## config.mk

```make
export PLATFORM = sky130hd
export DESIGN_NAME = utx_phy_slave
export DESIGN_NICKNAME = d
export VERILOG_FILES = /design/src/rtl/utx_pkg.sv /design/src/rtl/utx_ctrl.sv /design/src/rtl/utx_datapath.sv /design/src/rtl/utx_phy_slave.sv
export SDC_FILE = /design/constraint.sdc
export NUM_CORES = 1
export LEC_CHECK = 0
export BUFFER_PORTS_ARGS = -buffer_cell sky130_fd_sc_hd__buf_4
export CAP_MARGIN = 10
export CELL_PAD_IN_SITES_DETAIL_PLACEMENT = 1
export CELL_PAD_IN_SITES_GLOBAL_PLACEMENT = 1
export CORE_MARGIN = 2
export CORE_UTILIZATION = 35
export DETAILED_ROUTE_END_ITERATION = 6
export PLACE_DENSITY = 0.81
export SYNTH_ARGS = -nofsm -noshare
export SYNTH_HDL_FRONTEND = slang
export SYNTH_SLANG_ARGS = --single-unit
```

## constraint.sdc

```tcl
create_clock -name clk -period 3 [get_ports clk]
set_input_delay 0.6 -clock clk [delete_from_list [all_inputs] [get_ports clk]]
set_output_delay 0.6 -clock clk [all_outputs]
set_load 0.01 [all_outputs]
```

## src/rtl/utx_pkg.sv

```systemverilog
package utx_pkg;
  localparam int CHAN_W = 4;
  localparam int CELL_WORDS_STD = 27;

  typedef struct packed {
    logic              accept;
    logic [CHAN_W-1:0] chan;
  } utxStrobe_t;
endpackage

```

## src/rtl/utx_ctrl.sv

```systemverilog
module utx_ctrl
  import utx_pkg::*;
#(
  parameter int NUM_CH = 3,
  parameter int ADDR_W = 5
) (
  input  logic                     clk,
  input  logic                     rstN,
  input  logic [NUM_CH*ADDR_W-1:0] chanAddr,
  input  logic [ADDR_W-1:0]        txAddr,
  input  logic                     txEnN,
  input  logic [NUM_CH-1:0]        cellEnd,
  input  logic [NUM_CH-1:0]        consume,
  output logic [NUM_CH-1:0]        clavData,
  output logic [NUM_CH-1:0]        clavOe,
  output utxStrobe_t               strobe
);
  localparam int CH_W = (NUM_CH > 1) ? $clog2(NUM_CH) : 1;

  logic              prevEnN;
  logic [ADDR_W-1:0] prevAddr;
  logic              selValid;
  logic [CHAN_W-1:0] selChan;
  logic [NUM_CH-1:0] room, roomNext, matchNow, matchPrev;
  logic              prevHit, startNow, effValid;
  logic [CHAN_W-1:0] prevIdx, effChan;

  for (genvar c = 0; c < NUM_CH; c++) begin : gMatch
    assign matchNow[c]  = (txAddr   == chanAddr[c*ADDR_W +: ADDR_W]);
    assign matchPrev[c] = (prevAddr == chanAddr[c*ADDR_W +: ADDR_W]);
  end

  // lowest channel wins if two share an address
  always_comb begin
    prevHit = 1'b0;
    prevIdx = '0;
    for (int c = NUM_CH - 1; c >= 0; c--) begin
      if (matchPrev[c]) begin
        prevHit = 1'b1;
        prevIdx = CHAN_W'(c);
      end
    end
  end

  always_comb begin
    startNow      = prevEnN & ~txEnN;
    effValid      = startNow ? prevHit : selValid;
    effChan       = startNow ? prevIdx : selChan;
    strobe.chan   = effChan;
    strobe.accept = ~txEnN & effValid & room[effChan[CH_W-1:0]];
    roomNext      = (room | consume) & ~cellEnd;
  end

  always_ff @(posedge clk) begin
    if (!rstN) begin
      prevEnN  <= 1'b1;
      prevAddr <= '0;
      selValid <= 1'b0;
      selChan  <= '0;
      room     <= '1;
      clavOe   <= '0;
      clavData <= '0;
    end else begin
      prevEnN  <= txEnN;
      prevAddr <= txAddr;
      if (startNow) begin
        selValid <= prevHit;
        selChan  <= prevIdx;
      end
      room     <= roomNext;
      clavOe   <= matchNow;
      clavData <= roomNext;
    end
  end
endmodule

```

## src/rtl/utx_datapath.sv

```systemverilog
module utx_datapath
  import utx_pkg::*;
#(
  parameter int NUM_CH     = 3,
  parameter int DATA_W     = 16,
  parameter int CELL_WORDS = CELL_WORDS_STD
) (
  input  logic                  clk,
  input  logic                  rstN,
  input  utxStrobe_t            strobe,
  input  logic [DATA_W-1:0]     txData,
  input  logic                  txParity,
  input  logic                  txSoc,
  output logic                  wrEn,
  output logic [CHAN_W-1:0]     wrChan,
  output logic [$clog2(2*CELL_WORDS)-1:0] wrByteIdx,
  output logic [DATA_W-1:0]     wrBytes,
  output logic [1:0]            wrMask,
  output logic                  cellDone,
  output logic [CHAN_W-1:0]     cellChan,
  output logic                  cellBad,
  output logic [NUM_CH-1:0]     socErr,
  output logic [NUM_CH-1:0]     cellEnd
);
  localparam int CH_W     = (NUM_CH > 1) ? $clog2(NUM_CH) : 1;
  localparam int IDX_W    = $clog2(CELL_WORDS);
  localparam int BI_W     = $clog2(2*CELL_WORDS);
  localparam int LAST     = CELL_WORDS - 1;
  localparam int FILL_W   = 2;  // word holding last header byte and filler

  logic [IDX_W-1:0] wordIdx [NUM_CH];
  logic [NUM_CH-1:0] parBad;
  logic [CH_W-1:0]   ch;
  logic [IDX_W-1:0]  curIdx, effIdx;
  logic              wordErr, take, midSoc, isLast, errAcc;

  function automatic logic [BI_W-1:0] byteIdxOf(input logic [IDX_W-1:0] w);
    if (w < IDX_W'(FILL_W))       return BI_W'(w) << 1;
    else if (w == IDX_W'(FILL_W)) return BI_W'(2 * FILL_W);
    else                          return (BI_W'(w) << 1) - BI_W'(1);
  endfunction

  always_comb begin
    ch      = strobe.chan[CH_W-1:0];
    curIdx  = wordIdx[ch];
    wordErr = ~^{txData, txParity};
    take    = strobe.accept & (txSoc | (curIdx != '0));
    midSoc  = strobe.accept & txSoc & (curIdx != '0);
    effIdx  = txSoc ? '0 : curIdx;
    isLast  = take & (effIdx == IDX_W'(LAST));
    errAcc  = (~txSoc & parBad[ch]) | wordErr;
    for (int c = 0; c < NUM_CH; c++)
      cellEnd[c] = isLast & (ch == CH_W'(c));
  end

  always_ff @(posedge clk) begin
    if (!rstN) begin
      for (int c = 0; c < NUM_CH; c++) wordIdx[c] <= '0;
      parBad <= '0;
      socErr <= '0;
    end else begin
      for (int c = 0; c < NUM_CH; c++) begin
        if (take && ch == CH_W'(c)) begin
          wordIdx[c] <= isLast ? '0 : effIdx + IDX_W'(1);
          parBad[c]  <= ~isLast & errAcc;
        end
        if (midSoc && ch == CH_W'(c)) socErr[c] <= 1'b1;
      end
    end
  end

  always_ff @(posedge clk) begin
    if (!rstN) begin
      wrEn      <= 1'b0;
      wrChan    <= '0;
      wrByteIdx <= '0;
      wrBytes   <= '0;
      wrMask    <= '0;
      cellDone  <= 1'b0;
      cellChan  <= '0;
      cellBad   <= 1'b0;
    end else begin
      wrEn      <= take;
      wrChan    <= strobe.chan;
      wrByteIdx <= byteIdxOf(effIdx);
      wrBytes   <= txData;
      wrMask    <= (effIdx == IDX_W'(FILL_W)) ? 2'b10 : 2'b11;
      cellDone  <= isLast;
      cellChan  <= strobe.chan;
      cellBad   <= errAcc;
    end
  end
endmodule

```

## src/rtl/utx_phy_slave.sv

```systemverilog
module utx_phy_slave
  import utx_pkg::*;
#(
  parameter int NUM_CH     = 3,
  parameter int ADDR_W     = 5,
  parameter int DATA_W     = 16,
  parameter int CELL_WORDS = CELL_WORDS_STD
) (
  input  logic                     clk,
  input  logic                     rstN,
  input  logic [NUM_CH*ADDR_W-1:0] chanAddr,
  input  logic [ADDR_W-1:0]        txAddr,
  input  logic                     txEnN,
  input  logic                     txSoc,
  input  logic [DATA_W-1:0]        txData,
  input  logic                     txParity,
  input  logic [NUM_CH-1:0]        consume,
  output logic [NUM_CH-1:0]        clavData,
  output logic [NUM_CH-1:0]        clavOe,
  output logic                     wrEn,
  output logic [CHAN_W-1:0]        wrChan,
  output logic [$clog2(2*CELL_WORDS)-1:0] wrByteIdx,
  output logic [DATA_W-1:0]        wrBytes,
  output logic [1:0]               wrMask,
  output logic                     cellDone,
  output logic [CHAN_W-1:0]        cellChan,
  output logic                     cellBad,
  output logic [NUM_CH-1:0]        socErr
);
  utxStrobe_t        strobe;
  logic [NUM_CH-1:0] cellEnd;

  utx_ctrl #(.NUM_CH(NUM_CH), .ADDR_W(ADDR_W)) uCtrl (
    .clk(clk), .rstN(rstN), .chanAddr(chanAddr), .txAddr(txAddr),
    .txEnN(txEnN), .cellEnd(cellEnd), .consume(consume),
    .clavData(clavData), .clavOe(clavOe), .strobe(strobe)
  );

  utx_datapath #(.NUM_CH(NUM_CH), .DATA_W(DATA_W), .CELL_WORDS(CELL_WORDS)) uData (
    .clk(clk), .rstN(rstN), .strobe(strobe), .txData(txData),
    .txParity(txParity), .txSoc(txSoc), .wrEn(wrEn), .wrChan(wrChan),
    .wrByteIdx(wrByteIdx), .wrBytes(wrBytes), .wrMask(wrMask),
    .cellDone(cellDone), .cellChan(cellChan), .cellBad(cellBad),
    .socErr(socErr), .cellEnd(cellEnd)
  );
endmodule

```

==> run summary <==
The run finished with clean final reports. Dividing total power by cell area gives a power density of 502 nW/um^2. The logs give 42.8% for the share of power burned in registers and 6760 um for the HPWL reported at the end of detailed placement. In the routed layout, each cell is associated on average with a via count of 4.94. Global routing used 19.3% of the available tracks across all layers. Net load switching power: 0.649 mW.

The number of rows in the core area was 34; the flip-flop and latch count after synthesis was 66. The count of flip-flops with a built-in enable after synthesis came out at 15. Leaving out fill and tap cells, the most frequent cell in the layout is sky130_fd_sc_hd__buf_4. Port buffering added 83 buffers. The die covers 9530 sq um. After layout, the minimum clock period comes to 2.96 ns. The core region is 8590 sq um. At the pin with the least slew margin, the transition time is 0.507 ns.

For the final routed database, the setup TNS stands at 0 ns. The tightest min-delay check is of the in -> reg type. In the post-synthesis netlist, the biggest area contributors are sky130_fd_sc_hd__dfxtp_1, sky130_fd_sc_hd__edfxtp_1, sky130_fd_sc_hd__xnor2_1. For the number of CTS-inserted buffers, the log shows 9. Setup clock skew after layout: 0.0101 ns. Counting the fill cells in the layout gives 984. The run gives 2.03 nW as the leakage component of the power. The internal power of the cells totals 1.66 mW. In the layout the commonest cells are sky130_fd_sc_hd__buf_4, sky130_fd_sc_hd__dfxtp_1, sky130_fd_sc_hd__xnor2_1.

The logs give 35.7% for the initial core utilization and 4200 sq um for the standard cell area after detailed placement. In the final layout, the share of cells above drive strength 1 is 44.7%. For this run, the number of Yosys warnings is 0.

The number of pins with negative max-slew slack in the final report came out at 0. For this run, the register share of the synthesized area comes to 48.0%. The share of the synthesized area in the top cell type works out to 33.3%. The final net count was 496. The final cycle utilization of the critical path was 98.6%; the count of TritonRoute iterations in the first routing pass was 4. The tree built by TritonCTS fans out to 66 sinks.

The die is 97.6 um wide. The number of antenna violations at the first check in global routing was 0. The critical path ends at uData.wordIdx[1][2].

The run gives 222 uV as the worst IR drop on VDD. The tools report the origin of the critical flop-to-flop path as uCtrl.prevAddr[3]. The average footprint of a synthesized cell was 10.1 sq um; the pre-CTS worst setup slack was -0.377 ns. Across all register-to-register paths, the minimum setup slack is 0.04 ns. The leftover overflow at the end of global routing is 0. The run gives 0 as the max-cap violation count. For the total I/O pin count, the log shows 88. Dividing the detail-routed wire length by the instance count gives 17.6 um.

In the synthesized netlist, the number of instances is 305. Data on the critical path arrives at its endpoint at 3.05 ns. The number of buffers on the longest clock path was 2; the final hold violation count was 0. The total detailed-routing wirelength was 9910 um. The combinational power share is 23.1%. After synthesis, the share of flip-flops with an asynchronous set or reset is 0%.

The number of H-tree branching levels was 3; the growth of design area from synthesis to finish was 50.2%. Source of the worst hold timing path: txData[12]. The start-to-end type of the worst setup path is reg -> reg. The violation count after the first detailed-route iteration was 66.

The root buffer cell chosen for the clock tree is sky130_fd_sc_hd__clkbuf_8. Setup violations remaining at the end of the flow were counted as 0. Of all nets on the critical path, the largest fanout is 4.

The share of total power dissipated in the clock network is 34.0%. Clock-pin slew was measured on the worst setup and hold paths at 0.08 ns. In this run switching power makes up 28.0% of total power. For the count of placed standard cells including taps, the log shows 541. Nature of the critical path endpoint: a flip-flop. From bottom edge to top edge, the die measures 97.6 um.

In this run the cell area of the synthesized design comes to 3070 sq um. Counting distinct cell types in the post-synthesis netlist gives 50. The via count of the first global-routing pass was 3064. In the post-route analysis, the smallest setup slack over all paths is 0.0430 ns. At the later pin of the worst-skew pair, clock insertion delay measures 0.35 ns.

Of all cell types, the one taking the most synthesized area is sky130_fd_sc_hd__dfxtp_1. The worst register-to-register path ends at uData.wordIdx[1][2]. The worst setup path is launched from a flip-flop. The most used flip-flop cell after synthesis is sky130_fd_sc_hd__dfxtp_1. The placer congestion estimate is 0.930. The detail route stage leaves a number of antenna-violating nets equal to 0. The worst pin sits at a relative slew slack of 65.9%.

Based on the critical path, the design can be clocked at up to 338 MHz. For the post-layout instance count excluding filler cells, the log shows 562. The finished cells cover 4610 sq um. For the worst flop-to-flop path, the logic depth is 12.

The tools report the wire length of the first global-routing pass as 14500 um. The repair_antennas step left the layout with diodes totalling 0. Largest net degree at the start of global routing: 40. TritonCTS built the clock tree. The beginning of the critical path was uCtrl.prevAddr[3]. Data required time at the worst endpoint: 3.09 ns. The post-route total power is 2.31 mW, and the overall via count from detail_route is 2778. The number of hold buffers added after CTS was 0. The remaining routing DRC violations is 0.
state kept, by name, indices dropped and copies added (netlist names), 2 cells and up:
name             flops
uData.wrBytes       16
uData.wordIdx       15
uData.wrByteIdx      6
uCtrl.prevAddr       5
uCtrl.clavData       3
uCtrl.clavOe         3
uCtrl.room           3
uData.parBad         3
uData.socErr         3
uData.wrChan         2
uData.wrMask         2
Yosys cell counts (2+ instances only):
cell,instances
sky130_fd_sc_hd__nor3_2,3
sky130_fd_sc_hd__ha_1,3
sky130_fd_sc_hd__nand2_1,21
sky130_fd_sc_hd__nor3b_1,2
sky130_fd_sc_hd__nor3_1,9
sky130_fd_sc_hd__nor2_1,26
sky130_fd_sc_hd__o21ai_0,6
sky130_fd_sc_hd__or3_1,2
sky130_fd_sc_hd__dfxtp_1,51
sky130_fd_sc_hd__mux2i_1,8
sky130_fd_sc_hd__nand2_2,3
sky130_fd_sc_hd__xor2_1,17
sky130_fd_sc_hd__nand3_1,4
sky130_fd_sc_hd__nand2b_1,4
sky130_fd_sc_hd__o31ai_1,3
sky130_fd_sc_hd__inv_1,7
sky130_fd_sc_hd__and2_1,23
sky130_fd_sc_hd__a31oi_1,2
sky130_fd_sc_hd__clkbuf_1,8
sky130_fd_sc_hd__and3_1,2
sky130_fd_sc_hd__a21oi_1,10
sky130_fd_sc_hd__edfxtp_1,15
sky130_fd_sc_hd__a21o_1,3
sky130_fd_sc_hd__nand4_1,5
sky130_fd_sc_hd__xnor2_1,34
sky130_fd_sc_hd__o22ai_1,5
sky130_fd_sc_hd__buf_4,6
routing by layer:
| metal | share of wire, % | global-route usage, % | up-vias | routed length [um] |
|---|---|---|---|---|
| met4 | 2.0 | 8.87 | 0 | 201 |
| met1 | 42 | 21.1 | 1354 | 4190 |
| met3 | 5.5 | 5.47 | 18 | 541 |
| li1 | - | - | 1321 | - |
| met2 | 50 | 34.4 | 85 | 4980 |
| met5 | 0 | 0 | - | 0 |
power by group through the flow:
stage	registers, mW	logic [mW]	clock network (mW)
2_1_floorplan	1.02	0.239	0
3_3_place_gp	1.01	0.476	0
3_5_place_dp	1.01	0.488	0
4_1_cts	0.988	0.502	0.816
5_1_grt	0.996	0.579	0.846
6_report	0.990	0.535	0.787
critical path, stage by stage (launching register included):
cell and delay [ns]:
sky130_fd_sc_hd__dfxtp_4 0.38, sky130_fd_sc_hd__xnor2_2 0.19, sky130_fd_sc_hd__nand3_2 0.15, sky130_fd_sc_hd__or2_4 0.28, sky130_fd_sc_hd__o21ai_4 0.21, sky130_fd_sc_hd__mux2_2 0.37, sky130_fd_sc_hd__mux2i_2 0.18, sky130_fd_sc_hd__nand2b_4 0.18
sky130_fd_sc_hd__inv_1 0.06, sky130_fd_sc_hd__ha_1 0.22, sky130_fd_sc_hd__buf_4 0.15, sky130_fd_sc_hd__xnor2_2 0.22, sky130_fd_sc_hd__nor2_1 0.11
layout make-up:
class,count,area [sq um],area share (%)
clock buffers,10,149,3.23
repair buffers,144,1080,23.5
multi-input cells,220,1670,36.2
well taps,108,135,2.93
flip-flops and latches,66,1480,32.2
inverters,8,30.0,0.652
clock inverters,6,62.6,1.36
worst min-delay path by stage:
stage / to / slack [ns] / depth (start not counted)
final: uData.wrBytes[12] / 0.47 / 2
after detailed placement: uData.socErr[0] / 0.45 / 2
after CTS: uData.wrBytes[11] / 0.45 / 2
after floorplan: uData.parBad[0] / 0.44 / 2
after global placement: uData.socErr[2] / 0.44 / 2
after global routing: uData.wrBytes[8] / 0.45 / 2
cell families after synthesis:
kind of cell / after synthesis / synth area share [%]
AND/OR/NAND/NOR: 112 / 19.6
flip-flops: 66 / 48.0
XOR/XNOR: 51 / 14.6
AO/OA/AOI/OAI: 41 / 10.2
buffers and inverters: 22 / 3.43
multiplexers: 9 / 2.98
adder cells (fa/ha/maj): 3 / 1.22
other: 1 / 0.122
repair_timing:
action	in CTS	in global routing
endpoints found under the hold margin	0	0
cloned	0	0
gates resized for setup	8	26
setup buffers	2	3
setup endpoints to repair	30	48
pin swaps	4	6
metrics by stage:
step | hold slack, ns | utilization (%)
floorplan | 0.438 | -
global placement | 0.442 | 48.8
detailed placement | 0.454 | 48.8
CTS | 0.447 | 51.8
global route | 0.455 | 53.6
finish | 0.465 | 53.6
No activity file was read; power rests on OpenSTA's default activity.
